$ cat src/rtl/regbr_pkg.sv
package regbr_pkg;

    localparam int unsigned DATA_W     = 64;
    localparam int unsigned ACC_BYTES  = 8;
    localparam int unsigned N_REGION   = 4;
    localparam int unsigned N_SWALLOW  = 8;

    // What the bridge does with one access
    typedef enum logic [1:0] {
        ACT_FWD   = 2'd0,
        ACT_VALUE = 2'd1,
        ACT_ZERO  = 2'd2
    } act_e;

    // Which local value answers a read
    typedef enum logic [2:0] {
        SRC_NONE  = 3'd0,
        SRC_IDENT = 3'd1,
        SRC_R0B   = 3'd2,
        SRC_R1B   = 3'd3,
        SRC_R0S   = 3'd4,
        SRC_R1S   = 3'd5
    } src_e;

    typedef struct packed {
        act_e act;
        src_e src;
    } verdict_t;

    typedef enum logic [1:0] {
        ST_IDLE = 2'd0,
        ST_WAIT = 2'd1,
        ST_RESP = 2'd2
    } state_e;

    localparam logic [31:0] IDX_IDENT = 32'h000F_000F;

    // Region order: reg0 base, reg1 base, reg0 span, reg1 span (src = SRC_R0B + k)
    localparam logic [31:0] REGION_NEW [N_REGION] = '{
        32'h0501_2B00, 32'h0501_2B02, 32'h0501_2B04, 32'h0501_2B06
    };
    localparam logic [31:0] REGION_LEG [N_REGION] = '{
        32'h0201_3F00, 32'h0201_3F02, 32'h0201_3F04, 32'h0201_3F06
    };

    localparam logic [31:0] SWALLOW_IDX [N_SWALLOW] = '{
        32'h0101_0C00, 32'h0101_0C03, 32'h0009_0012, 32'h0009_0013,
        32'h0009_0018, 32'h0202_0007, 32'h0202_0009, 32'h0202_000F
    };

    // Reverse byte order between big-endian host lanes and native values
    function automatic logic [DATA_W-1:0] swap_bytes(input logic [DATA_W-1:0] v);
        logic [DATA_W-1:0] r;
        for (int b = 0; b < ACC_BYTES; b++) begin
            r[8*b +: 8] = v[8*(ACC_BYTES-1-b) +: 8];
        end
        return r;
    endfunction

endpackage

$ cat src/rtl/regbr_fold.sv
module regbr_fold
    import regbr_pkg::*;
#(
    parameter int ADDR_W = 48,
    parameter int WIN_W  = 35,
    parameter int IDX_W  = WIN_W - 3
) (
    input  logic              mode_new,
    input  logic [ADDR_W-1:0] addr,
    output logic [IDX_W-1:0]  idx
);
    localparam int LEG_W = WIN_W - 4;

    logic [WIN_W-1:0] win;
    logic [IDX_W-1:0] idx_new;
    logic [LEG_W-1:0] idx_leg;
    logic             unused_addr;

    assign win         = addr[WIN_W-1:0];
    assign unused_addr = ^{addr[ADDR_W-1:WIN_W], win[2:0]};

    assign idx_new = win[WIN_W-1:3];
    assign idx_leg = {win[WIN_W-1:8], win[6:3]};

    always_comb begin
        if (mode_new) begin
            idx = idx_new;
        end else begin
            idx = IDX_W'(idx_leg);
        end
    end
endmodule

$ cat src/rtl/regbr_intercept.sv
module regbr_intercept
    import regbr_pkg::*;
#(
    parameter int IDX_W = 32
) (
    input  logic             mode_new,
    input  logic             is_write,
    input  logic [IDX_W-1:0] idx,
    output verdict_t         verdict
);
    logic [N_SWALLOW-1:0] hit_swallow;
    logic [N_REGION-1:0]  hit_region;

    genvar g;
    generate
        for (g = 0; g < N_SWALLOW; g++) begin : g_swallow
            assign hit_swallow[g] = (idx == IDX_W'(SWALLOW_IDX[g]));
        end
        for (g = 0; g < N_REGION; g++) begin : g_region
            assign hit_region[g] = mode_new ? (idx == IDX_W'(REGION_NEW[g]))
                                            : (idx == IDX_W'(REGION_LEG[g]));
        end
    endgenerate

    always_comb begin
        verdict = '{act: ACT_FWD, src: SRC_NONE};
        if (|hit_swallow) begin
            verdict = '{act: ACT_ZERO, src: SRC_NONE};
        end
        if (idx == IDX_W'(IDX_IDENT)) begin
            verdict = is_write ? '{act: ACT_ZERO, src: SRC_NONE}
                               : '{act: ACT_VALUE, src: SRC_IDENT};
        end
        if (!is_write) begin
            for (int k = 0; k < N_REGION; k++) begin
                if (hit_region[k]) begin
                    verdict = '{act: ACT_VALUE, src: src_e'(3'(int'(SRC_R0B) + k))};
                end
            end
        end
    end
endmodule

$ cat src/rtl/regbr_status.sv
module regbr_status (
    input  logic       clk,
    input  logic       rst,
    input  logic       set_done,
    input  logic       set_fail,
    input  logic [1:0] clr,
    output logic       done,
    output logic       fail
);
    always_ff @(posedge clk) begin
        if (rst) begin
            done <= 1'b0;
            fail <= 1'b0;
        end else begin
            done <= set_done | (done & ~clr[0]);
            fail <= set_fail | (fail & ~clr[1]);
        end
    end
endmodule

$ cat src/rtl/regbr_top.sv
module regbr_top
    import regbr_pkg::*;
#(
    parameter int ADDR_W = 48,
    parameter int WIN_W  = 35
) (
    input  logic              clk,
    input  logic              rst,
    input  logic              mode_new,
    input  logic [63:0]       cfg_ident,
    input  logic [63:0]       cfg_reg0_base,
    input  logic [63:0]       cfg_reg0_span,
    input  logic [63:0]       cfg_reg1_base,
    input  logic [63:0]       cfg_reg1_span,
    input  logic              h_valid,
    input  logic              h_write,
    input  logic [ADDR_W-1:0] h_addr,
    input  logic [4:0]        h_size,
    input  logic [63:0]       h_wdata,
    output logic              h_ready,
    output logic [63:0]       h_rdata,
    output logic              h_err,
    output logic              d_req,
    output logic              d_write,
    output logic [WIN_W-1:0]  d_addr,
    output logic [63:0]       d_wdata,
    input  logic              d_ack,
    input  logic              d_err,
    input  logic [63:0]       d_rdata,
    input  logic [1:0]        st_clr,
    output logic              st_done,
    output logic              st_fail
);
    localparam int IDX_W = WIN_W - 3;

    state_e            state;
    logic [IDX_W-1:0]  idx;
    verdict_t          verdict;
    logic [63:0]       local_val;
    logic [63:0]       rsp_data;
    logic              rsp_err;
    logic              dn_write;
    logic [WIN_W-1:0]  dn_addr;
    logic [63:0]       dn_wdata;
    logic              size_ok;
    logic              set_done;
    logic              set_fail;

    regbr_fold #(.ADDR_W(ADDR_W), .WIN_W(WIN_W), .IDX_W(IDX_W)) u_fold (
        .mode_new (mode_new),
        .addr     (h_addr),
        .idx      (idx)
    );

    regbr_intercept #(.IDX_W(IDX_W)) u_icpt (
        .mode_new (mode_new),
        .is_write (h_write),
        .idx      (idx),
        .verdict  (verdict)
    );

    regbr_status u_stat (
        .clk      (clk),
        .rst      (rst),
        .set_done (set_done),
        .set_fail (set_fail),
        .clr      (st_clr),
        .done     (st_done),
        .fail     (st_fail)
    );

    assign size_ok = (h_size == 5'(ACC_BYTES));

    always_comb begin
        unique case (verdict.src)
            SRC_IDENT: local_val = cfg_ident;
            SRC_R0B:   local_val = cfg_reg0_base;
            SRC_R1B:   local_val = cfg_reg1_base;
            SRC_R0S:   local_val = cfg_reg0_span;
            SRC_R1S:   local_val = cfg_reg1_span;
            default:   local_val = '0;
        endcase
    end

    // Completion events toward the status bits
    always_comb begin
        set_done = 1'b0;
        set_fail = 1'b0;
        if (state == ST_IDLE && h_valid && size_ok && verdict.act != ACT_FWD) begin
            set_done = 1'b1;
        end
        if (state == ST_WAIT && d_ack) begin
            set_done = 1'b1;
            set_fail = d_err;
        end
    end

    always_ff @(posedge clk) begin
        if (rst) begin
            state    <= ST_IDLE;
            rsp_data <= '0;
            rsp_err  <= 1'b0;
            dn_write <= 1'b0;
            dn_addr  <= '0;
            dn_wdata <= '0;
        end else begin
            unique case (state)
                ST_IDLE: begin
                    if (h_valid) begin
                        rsp_err  <= 1'b0;
                        rsp_data <= '0;
                        if (!size_ok) begin
                            rsp_err <= 1'b1;
                            state   <= ST_RESP;
                        end else if (verdict.act == ACT_FWD) begin
                            dn_write <= h_write;
                            dn_addr  <= {idx, 3'b000};
                            dn_wdata <= swap_bytes(h_wdata);
                            state    <= ST_WAIT;
                        end else begin
                            if (verdict.act == ACT_VALUE) begin
                                rsp_data <= swap_bytes(local_val);
                            end
                            state <= ST_RESP;
                        end
                    end
                end
                ST_WAIT: begin
                    if (d_ack) begin
                        rsp_data <= (d_err || dn_write) ? '0 : swap_bytes(d_rdata);
                        state    <= ST_RESP;
                    end
                end
                ST_RESP: begin
                    state <= ST_IDLE;
                end
                default: begin
                    state <= ST_IDLE;
                end
            endcase
        end
    end

    assign h_ready = (state == ST_RESP);
    assign h_rdata = rsp_data;
    assign h_err   = rsp_err;
    assign d_req   = (state == ST_WAIT);
    assign d_write = dn_write;
    assign d_addr  = dn_addr;
    assign d_wdata = dn_wdata;
endmodule

$ cat config.mk
export PLATFORM = sky130hd
export DESIGN_NAME = regbr_top
export DESIGN_NICKNAME = d
export VERILOG_FILES = /design/src/rtl/regbr_pkg.sv /design/src/rtl/regbr_fold.sv /design/src/rtl/regbr_intercept.sv /design/src/rtl/regbr_status.sv /design/src/rtl/regbr_top.sv
export SDC_FILE = /design/constraint.sdc
export NUM_CORES = 1
export LEC_CHECK = 0
export ABC_AREA = 1
export BUFFER_PORTS_ARGS = -buffer_cell sky130_fd_sc_hd__buf_2
export CAP_MARGIN = 20
export CORE_AREA = 2 2 267 269
export DETAILED_ROUTE_END_ITERATION = 7
export DIE_AREA = 0 0 269 271
export GPL_TIMING_DRIVEN = 1
export PLACE_DENSITY = 0.43
export SETUP_SLACK_MARGIN = 0.02
export SYNTH_ARGS = -nofsm -noshare
export SYNTH_HDL_FRONTEND = slang
export SYNTH_HIERARCHICAL = 1
export SYNTH_SLANG_ARGS = --single-unit
$ cat constraint.sdc
create_clock -name clk -period 3 [get_ports clk]
set_clock_uncertainty 0.05 [all_clocks]
set_input_delay 0.45 -clock clk [delete_from_list [all_inputs] [get_ports clk]]
set_output_delay 0.45 -clock clk [all_outputs]
set_load 0.02 [all_outputs]
==> impl_results.md, run 1 <==
- Initial Util: 0.160
- Seq pwr share: 0.400
- Commonest cells after routing, fill and taps aside: buf_2, nor2_1, nand2_1
- Root Buffer: clkbuf_16
- Critical Path Start: mode_new
- Cts bufs inserted: 17
- CP Capture Type: flop
- Die ar.: 72900 um2
- Die Y-Extent: 271 um
- P_sw: 1.92 mW
- Fraction of the cycle the final worst path needs: 0.925
- Total gr overflow: 0
- CP arrival: 3.13 ns
- Synthesis-stage register bit count: 166
- Clk network pwr share: 0.414
- Reg clk slew, reported paths: 0.08 ns
- Synth Area per Inst: 5.74 um2
- I/O pin cnt: 679
- First-pass GRT wire length: 92.8 mm
- CTS tree: done
- Clock sinks: 166
- Non-filler cells, final: 3622
- Post-Synthesis Cells: 1942
- Worst setup path class: in2reg
- Internal power: 3.87 mW
- Min Tclk post-route: 2.77 ns
- GR Util All Layers: 0.176
- WHS Path Cells: 3
- Startpoint Class: primary input
- Status: complete, no violations
- Detailed Route WL: 66.2 mm
- Wire per inst: 18.3 um
- # port buffers: 659
- Worst slew margin: 0.496
- Worst-path maximum fanout: 31
- P&R area growth vs syn: 55.2%
- Synth cell types: 31
- Die width: 269 um
- RSZ-0062 raised after global routing: yes
- Final core utilization: 0.248
- Max Fclk: 360 MHz
- DP HPWL: 52.3 mm
- # setup viols final: 0
- # DRC: 0
- Fin nets: 3168
- Launch point of the worst reg-to-reg path: state[0]$_SDFFE_PP0P_
- Initial antenna violation count: 28
- Final hold violations: 0
- HP Class: in2reg
- Worst R2R Path Depth: 8
- Cell leakage power: 9.63 nW
- VDD IR-drop max: 0.430 mV
- Syn Std Cell Area: 11200 um2
- Via density: 4.05
- Worst Tran Pin Value: 0.756 ns
- Warnings, synthesis: 6
- DR pass1 iterations: 5
- Post-DRT Antenna Nets: 0
- Via count: 14700
- Number of global-route vias before repair: 14400
- CTS Buffer Depth: 2
- Number of DRC markers in iteration 0: 591
- Dpl cells: 3574
- Clk_lat worst skew: 0.49 ns
- Layout cells sized above 1: 0.345
- H-tree Lvls: 4
- Hold Path Origin: h_wdata[20]
- CORE AREA: 69800 um2
- Logic gate share of total power: 0.186
- Worst hold slack: 0.125 ns
- Commonest non-fill, non-tap cell in the layout: buf_2
- Sw frac: 0.332
- TNS Setup: 0 ns
- Max cap viols: 0
- FP Rows: 97
- GPL Wtd Cong: 0.873
- Power Density: 335 nW/um2
- Largest net degree at the start of global routing: 89
- Req. time, crit path: 3.36 ns
- Max-slew violation count: 0
- Sequential element share of the synthesized area: 0.298
- Fillers: 8123
==> worst paths after layout <==
check	to	slack [ns]
worst max register to register	h_rdata[59]$_SDFFE_PP0P_	0.90
worst max-delay path	h_rdata[24]$_SDFFE_PP0P_	0.23
worst min-delay path	d_wdata[44]$_SDFFE_PP0P_	0.13
worst min register to register	d_wdata[40]$_SDFFE_PP0P_	0.46
==> timing repair <==
action / 4_1_cts / 5_1_grt
setup endpoints to repair: 29 / 64
gates cloned: 0 / 1
hold endpoints to repair: 0 / 0
buffers inserted: 2 / 2
pin swaps: 1 / 1
hold buffers: 0 / 0
resized for setup: 1 / 13
==> routing by layer <==
layer  vias up  GRT usage  share of wire
met5         -          0         0.0012
met4        14     0.0658          0.027
met3        76     0.0514          0.082
met2       580      0.311           0.49
met1      6508      0.197           0.40
li1       7484          -              -
==> final cells by class <==
| type | instances | area, um2 | share of cell area |
|---|---|---|---|
| clock buffers | 17 | 425 | 0.0246 |
| clock inverters | 15 | 194 | 0.0112 |
| diodes | 11 | 27.5 | 0.00159 |
| well taps | 940 | 1180 | 0.0679 |
| flip-flops and latches | 166 | 3320 | 0.192 |
| repair buffers | 831 | 5040 | 0.291 |
| inverters | 301 | 1150 | 0.0663 |
| multi-input cells | 1341 | 5980 | 0.345 |
==> logic make-up after synthesis <==
logic type / count (synthesis) / synth area share
buffers and inverters: 437 / 0.171
other: 1 / 0.000336
and+or+nand+nor: 1097 / 0.421
DFF: 166 / 0.298
AOI/OAI and AO/OA: 241 / 0.110
==> cell usage after synthesis, drive strengths merged <==
library cell  instances  area [um2]
conb                  1        3.75
o21ai               166         838
clkbuf               35         131
dfxtp               166        3320
inv                 300        1130
a21oi                71         359
a31oi                 1        6.26
clkinv                1        3.75
nand3b                2        15.0
nand3               209        1070
o21bai                1        7.51
nor2                430        1690
o22ai                 1        6.26
buf                 101         647
nand4                69         432
a311oi                1        8.76
nor3                  3        15.0
nor3b                 1        7.51
nand2               383        1470
==> sequential cells by signal (all words and copies together), names as in the netlist <==
register	cells
u_stat/fail	1
u_stat/done	1
state	2
h_rdata	64
d_wdata	64
d_write	1
h_err	1
d_addr	32
==> power by group through the flow <==
stage | Clock (mW) | Combinational, mW | Sequential [mW]
2_1_floorplan | 0 | 0.351 | 2.47
3_3_place_gp | 0 | 1.10 | 2.37
3_5_place_dp | 0 | 1.09 | 2.37
4_1_cts | 2.51 | 1.10 | 2.32
5_1_grt | 2.57 | 1.19 | 2.33
6_report | 2.40 | 1.08 | 2.32
==> worst max-delay path: stages <==
cell     delay, ns
buf_2         0.14
buf_12        0.17
nand2_1       0.06
nand2_1       0.06
nor2_1        0.15
nand2_2       0.14
nor2_4        0.14
nand2_2       0.06
nor2_4        0.13
nand2_2       0.10
a21oi_2       0.17
buf_4         0.16
buf_4         0.12
nand3_2       0.11
buf_12        0.17
inv_4         0.13
buf_12        0.17
nand2_1       0.06
nand3_1       0.15
nand2_1       0.12
a21oi_1       0.13
==> through the flow <==
step	instance area, um2	power [mW]	worst slack, ns
2_1_floorplan	11200	2.82	0.326
3_3_place_gp	16600	3.47	-0.668
3_5_place_dp	16600	3.46	-0.650
4_1_cts	17200	5.93	0.121
5_1_grt	17300	6.09	0.00968
6_report	17300	5.79	0.225
(Power assumes the default switching activity.)
==> run 2, diff against run 1 <==
--- a/config.mk
+++ b/config.mk
@@ -12,8 +12,9 @@
 export DETAILED_ROUTE_END_ITERATION = 7
 export DIE_AREA = 0 0 269 271
 export GPL_TIMING_DRIVEN = 1
+export HOLD_SLACK_MARGIN = 0.03
 export PLACE_DENSITY = 0.43
-export SETUP_SLACK_MARGIN = 0.02
+export SETUP_SLACK_MARGIN = 0.5
 export SYNTH_ARGS = -nofsm -noshare
 export SYNTH_HDL_FRONTEND = slang
 export SYNTH_HIERARCHICAL = 1
==> run 2 against run 1 <==
Compared with the run above: clock power is 4% higher; wire length is 8.0% higher; utilization is 4.1 points higher; sequential cell count stayed put; power is 5.3% higher; die area stayed put; sequential share of layout area is 2.7 points lower; global-route usage is 0.72 points higher; via count is 4.9% higher; critical path depth is 3 higher; combinational power is 19% higher.
==> impl_results.md, run 2 (synthesis results as in run 1) <==
- Die width: 269 um
- CP most frequent cell: buf_4
- Fraction of the cycle the final worst path needs: 0.937
- Min Tclk post-route: 2.81 ns
- Worst-path maximum fanout: 7
- # setup viols final: 0
- Worst hold slack: 0.114 ns
- Commonest non-fill, non-tap cell in the layout: buf_2
- Detailed Route WL: 71.5 mm
- Post-DRT Antenna Nets: 0
- CP Buf/Inv Count: 20
- P&R area growth vs syn: 80.8%
- Max incr delay on CP: 0.15 ns
- GPL Wtd Cong: 0.876
- CP arrival: 3.14 ns
- Logic gate share of total power: 0.211
- I/O pin cnt: 679
- Power Density: 302 nW/um2
- Clk network pwr share: 0.408
- Non-filler cells, final: 3714
- Seq pwr share: 0.381
- CP Cell Sequence: buf_16 > clkinv_8 > buf_16 > nand2_2 > nand2_4 > buf_4 > buf_4 > buf_4 > buf_4 > buf_4 > buf_4 > buf_4 > buf_4 > buf_4 > buf_4 > buf_4 > buf_4 > buf_4 > buf_4 > buf_4 > buf_4 > buf_4 > nor2_2 > nor2_1
- Worst slew margin: 0.593
- Layout cells sized above 1: 0.455
- DR pass1 iterations: 5
- Die Y-Extent: 271 um
- Cell leakage power: 11.0 nW
- Wire per inst: 19.3 um
- Startpoint Class: primary input
- FP Rows: 97
- Final hold violations: 0
- DP HPWL: 51.4 mm
- # port buffers: 659
- Max-slew violation count: 0
- Dpl cells: 3562
- Initial Util: 0.160
- P_sw: 2.07 mW
- VDD IR-drop max: 0.438 mV
- Max cap viols: 0
- Req. time, crit path: 3.33 ns
- Total gr overflow: 0
- Status: complete, no violations
- Largest net degree at the start of global routing: 87
- Commonest cells after routing, fill and taps aside: buf_2, nor2_1, nand2_1
- Clock sinks: 166
- First-pass GRT wire length: 96.6 mm
- Number of global-route vias before repair: 14800
- Sw frac: 0.340
- GR Util All Layers: 0.183
- Max Fclk: 356 MHz
- Internal power: 4.02 mW
- RSZ-0062 raised after global routing: yes
- Via density: 4.14
- H-tree Lvls: 4
- Clk_lat worst skew: 0.49 ns
- Fin nets: 3261
- CTS tree: done
- Reg clk slew, reported paths: 0.09 ns
- Root Buffer: clkbuf_16
- # DRC: 0
- Worst Tran Pin Value: 0.609 ns
- Initial antenna violation count: 23
- Die ar.: 72900 um2
- Cts bufs inserted: 17
- Slowest CP cell: buf_16
- CORE AREA: 69800 um2
- CP Capture Type: flop
- HP Class: in2reg
- Via count: 15400
- CTS Buffer Depth: 2
- Number of DRC markers in iteration 0: 758
- Worst setup path class: in2reg
- Delay-heaviest family, CP: buffers and inverters
[run 2: cell types whose count changed in the layout (fill, tap and decap cells not counted), sizes merged]
cell / change
buf: +82
clkbuf: +9
clkinv: +2
diode: -1
inv: -1
nor2: +1
[run 2: area by class of cell]
cell class	count	area, um2
clock buffer	17	425
clock inverter	15	216
antenna	10	25.0
fill	7810	49600
multi-input combinational	1342	7110
timing repair buffer	922	6690
inverter	301	1170
sequential	166	3320
timing repair inverter	1	16.3
tap	940	1180
[run 2: path summary, 6_finish.rpt]
| check | from | to | slack, ns | depth (start not counted) |
|---|---|---|---|---|
| worst max register to register | state[0]$_SDFFE_PP0P_ | h_rdata[17]$_SDFFE_PP0P_ | 1.07 | 7 |
| worst min register to register | u_stat/fail$_SDFF_PP0_ | u_stat/fail$_SDFF_PP0_ | 0.45 | 2 |
| worst min-delay path | h_wdata[38] | d_wdata[30]$_SDFFE_PP0P_ | 0.11 | 3 |
| worst max-delay path | mode_new | d_addr[25]$_SDFFE_PP0P_ | 0.19 | 24 |
[run 2: stage by stage]
stage                     total power [mW]  setup WS (ns)  TNS [ns]  cell area (um2)   util
after floorplan                       2.82          0.377         0            11200      -
after global placement                3.47         -0.532    -45.52            16400  0.235
after detailed placement              3.47         -0.510    -43.75            16400  0.235
after CTS                             6.15          0.347         0            19100  0.273
after global routing                  6.38          0.108         0            20200  0.289
final                                 6.10          0.190         0            20200  0.289
[run 2: worst register-to-register path, cell delays in order (launching register included)]
cell and delay [ns]:
dfxtp_1 0.38, inv_2 0.08, nor2_4 0.11, nand2_1 0.14, nand2_4 0.43, buf_12 0.38, o21ai_0 0.16, a21oi_2 0.14
[run 2: repair_timing]
item                                    CTS  global route
hold buffers                              0             0
resized for setup                       255           222
endpoints found under the setup margin  161           162
pin swaps                                63           106
buffers inserted                         69             9
gates cloned                             22            10
[run 2: power by group through the flow]
stage | Clock (mW) | Combinational (mW) | Sequential, mW
floorplan | 0 | 0.354 | 2.47
global placement | 0 | 1.10 | 2.37
detailed placement | 0 | 1.09 | 2.37
CTS | 2.60 | 1.22 | 2.32
global route | 2.65 | 1.40 | 2.33
finish | 2.49 | 1.29 | 2.32
[run 2: routing by layer]
metal / share of wire / vias up / wire [um] / global-route usage
met3: 0.082 / 103 / 5860 / 0.0572
met2: 0.49 / 586 / 35200 / 0.322
li1: - / 7699 / - / -
met4: 0.034 / 18 / 2440 / 0.0673
met1: 0.39 / 6972 / 28000 / 0.204
met5: 0.0015 / - / 108 / 0
==> run 3, diff against run 2 <==
--- a/config.mk
+++ b/config.mk
@@ -8,14 +8,13 @@
 export ABC_AREA = 1
 export BUFFER_PORTS_ARGS = -buffer_cell sky130_fd_sc_hd__buf_2
 export CAP_MARGIN = 20
-export CORE_AREA = 2 2 267 269
+export CORE_AREA = 2 2 265 267
 export DETAILED_ROUTE_END_ITERATION = 7
-export DIE_AREA = 0 0 269 271
+export DIE_AREA = 0 0 267 269
 export GPL_TIMING_DRIVEN = 1
 export HOLD_SLACK_MARGIN = 0.03
 export PLACE_DENSITY = 0.43
 export SETUP_SLACK_MARGIN = 0.5
 export SYNTH_ARGS = -nofsm -noshare
 export SYNTH_HDL_FRONTEND = slang
-export SYNTH_HIERARCHICAL = 1
 export SYNTH_SLANG_ARGS = --single-unit
==> run 3 against run 2 <==
Compared with the run above: clock power fell by 6%; fmax rose by 14%; combinational power down 11%; die area is 1.5% lower; first-iteration DRC count rose by 30%; critical path type unchanged; power down 4.8%; critical path depth down 5; sequential power barely moved; via count is essentially flat; sequential share of layout area up 1.3 points; largest cell class unchanged; design area is 7.1% lower.
==> impl_results.md, run 3 <==
- Multi-input gate area: 7030 um2
- Max-slew violation count: 0
- Warnings, synthesis: 0
- Max Fclk: 407 MHz
- CORE AREA: 69300 um2
- Min Tclk post-route: 2.46 ns
- H-tree Lvls: 4
- Number of global-route vias before repair: 14300
- Internal power: 3.88 mW
- Die ar.: 71800 um2
- GR Util All Layers: 0.174
- # DRC: 0
- CTS Buffer Depth: 2
- Initial antenna violation count: 9
- P&R area growth vs syn: 70.0%
- Worst Tran Pin Value: 0.587 ns
- Commonest non-fill, non-tap cell in the layout: buf_2
- Synthesis-stage register bit count: 166
- CP arrival: 2.82 ns
- P_sw: 1.93 mW
- Detailed Route WL: 70.1 mm
- Synth Area in Simple Gates: 0.421
- FP Rows: 97
- Area leader, netlist: dfxtp_1
- Layout cells sized above 1: 0.424
- Final hold violations: 0
- Max cap viols: 0
- Post-synthesis xor/xnor area fraction: 0
- Die Y-Extent: 269 um
- RSZ-0062 raised after global routing: yes
- Hold buffers post-CTS: 0
- # port buffers: 659
- Sequential element share of the synthesized area: 0.302
- CP Cell Sequence: buf_12 > buf_12 > buf_8 > nand2_1 > o21ai_4 > nor2_4 > nand2_4 > nor2_4 > buf_6 > o211ai_1 > nor2_4 > buf_12 > buf_12 > buf_6 > nand3_2 > nand2_1 > o21bai_1 > buf_4 > a21oi_2
- Power Density: 310 nW/um2
- Worst setup path class: in2reg
- Synth Area per Inst: 6.22 um2
- Synth top area share: 0.302
- Number of DRC markers in iteration 0: 989
- Setup slack after layout: 0.544 ns
- DR pass1 iterations: 5
- Area post-placement: 16500 um2
- Synth cell types: 35
- Seq pwr share: 0.397
- Post-synth EDFFs: 0
- CTS tree: done
- Req. time, crit path: 3.37 ns
- Largest cells by area after synthesis: dfxtp_1, nand3_1, nand2_1, a21oi_1, o21bai_1
- GPL Wtd Cong: 0.841
- Die width: 267 um
- Largest family of logic cells by synthesized area: simple AND/OR/NAND/NOR gates
- Cell leakage power: 9.59 nW
- Syn Std Cell Area: 11000 um2
- DP HPWL: 51.1 mm
- # setup viols final: 0
- Initial Util: 0.159
- Fraction of the cycle the final worst path needs: 0.819
- CP most frequent cell: buf_12
- Synth Area in Adders: 0
- VDD IR-drop max: 0.429 mV
- Slowest CP cell: nor2_4
- Clock sinks: 166
- Cts bufs inserted: 17
- Max incr delay on CP: 0.21 ns
- Register area: 3320 um2
- Worst slew margin: 0.608
- Commonest cells after routing, fill and taps aside: buf_2, nand3_1, nand2_1
- Reg clk slew, reported paths: 0.09 ns
- Mux cell area share after synthesis: 0
- Clk network pwr share: 0.405
- Fillers: 7835
- Clk_lat worst skew: 0.48 ns
- Synth Area in Compound Gates: 0.160
- Async set-reset flop share out of synthesis: 0
- Fin nets: 3045
- Via count: 15400
- Root Buffer: clkbuf_16
- TNS Setup: 0 ns
- Post-Synthesis Cells: 1770
- Ys flop type: dfxtp_1
- Most frequent cell after synthesis: nand3_1
- CP Capture Type: flop
- Logic gate share of total power: 0.198
- Total gr overflow: 0
- Post-DRT Antenna Nets: 0
- HP Class: in2reg
- Pre-CTS WS: -0.280 ns
- Post-synth top cells: nand3_1, nand2_1, dfxtp_1
- Fin area: 18700 um2
- Wire per inst: 20.1 um
- Status: complete, no violations
- Via density: 4.40
- Sw frac: 0.332
- Worst-path maximum fanout: 8
- Largest net degree at the start of global routing: 70
- R2R Setup Slk: 0.80 ns
- I/O pin cnt: 679
- First-pass GRT wire length: 91.9 mm
- Startpoint Class: primary input
-- run 3: changes by cell type in the layout (fill, tap and decap cells not counted), moves of 20 or more --
cell and delta:
a21oi_1 +113, inv_1 -161, nand2_1 +93, nand2_4 -30, nand3_1 +237, nor2_1 -331
nor2_2 -20, o21ai_0 -43, o21ai_2 -40, o21bai_1 +52
-- run 3: path summary, 6_finish.rpt --
| kind | end | cells past startpoint | from |
|---|---|---|---|
| setup / recovery | h_rdata[31]$_SDFFE_PP0P_ | 19 | mode_new |
| hold reg to reg | d_addr[3]$_SDFFE_PP0P_ | 2 | d_addr[3]$_SDFFE_PP0P_ |
| setup reg to reg | d_wdata[21]$_SDFFE_PP0P_ | 6 | state[1]$_SDFFE_PP0P_ |
| hold / removal | d_wdata[26]$_SDFFE_PP0P_ | 3 | h_wdata[34] |
-- run 3: kinds of logic after synthesis --
| kind of cell | after synthesis |
|---|---|
| AO/OA/AOI/OAI | 312 |
| flip-flops | 166 |
| buffers and inverters | 276 |
| other | 1 |
| AND/OR/NAND/NOR | 1015 |
-- run 3: power groups by stage --
stage / clock network (mW) / logic [mW] / registers, mW
floorplan: 0 / 0.319 / 2.44
global placement: 0 / 1.05 / 2.36
detailed placement: 0 / 1.05 / 2.36
CTS: 2.46 / 1.07 / 2.31
global route: 2.51 / 1.24 / 2.31
finish: 2.35 / 1.15 / 2.30
-- run 3: repair_timing --
action                     CTS  global route
hold endpoints to repair     0             0
setup endpoints to repair   45           162
resized for setup           35           163
buffers inserted            12            23
pin swaps                    4            63
gates cloned                 4            22
-- run 3: area by class of cell --
class | count | share of cell area
repair inverters | 2 | 0.00120
well taps | 940 | 0.0628
clock inverters | 15 | 0.00828
multi-input cells | 1332 | 0.376
diodes | 5 | 0.000668
flip-flops and latches | 166 | 0.177
repair buffers | 897 | 0.326
inverters | 119 | 0.0254
clock buffers | 17 | 0.0227
-- run 3: stage by stage --
stage | cells | util | hold WS (ns) | total power, mW
after floorplan | 1772 | - | 0.486 | 2.76
after CTS | 3443 | 0.251 | 0.123 | 5.84
after global placement | 3395 | 0.238 | 0.396 | 3.41
after global routing | 3490 | 0.270 | 0.146 | 6.07
after detailed placement | 3395 | 0.238 | 0.400 | 3.41
final | 3493 | 0.270 | 0.167 | 5.81
-- run 3: worst max-delay path, delay by kind of cell --
family / cells / cell delay, ns
buffers and inverters: 8 / 1.11
AND/OR/NAND/NOR: 7 / 0.84
AO/OA/AOI/OAI: 4 / 0.39
-- run 3: layer usage --
layer	wire (um)	global-route usage	up-vias
li1	-	-	7544
met1	28900	0.205	7130
met2	34100	0.302	615
met3	5000	0.0443	72
met4	2150	0.0700	2
met5	13	0	-
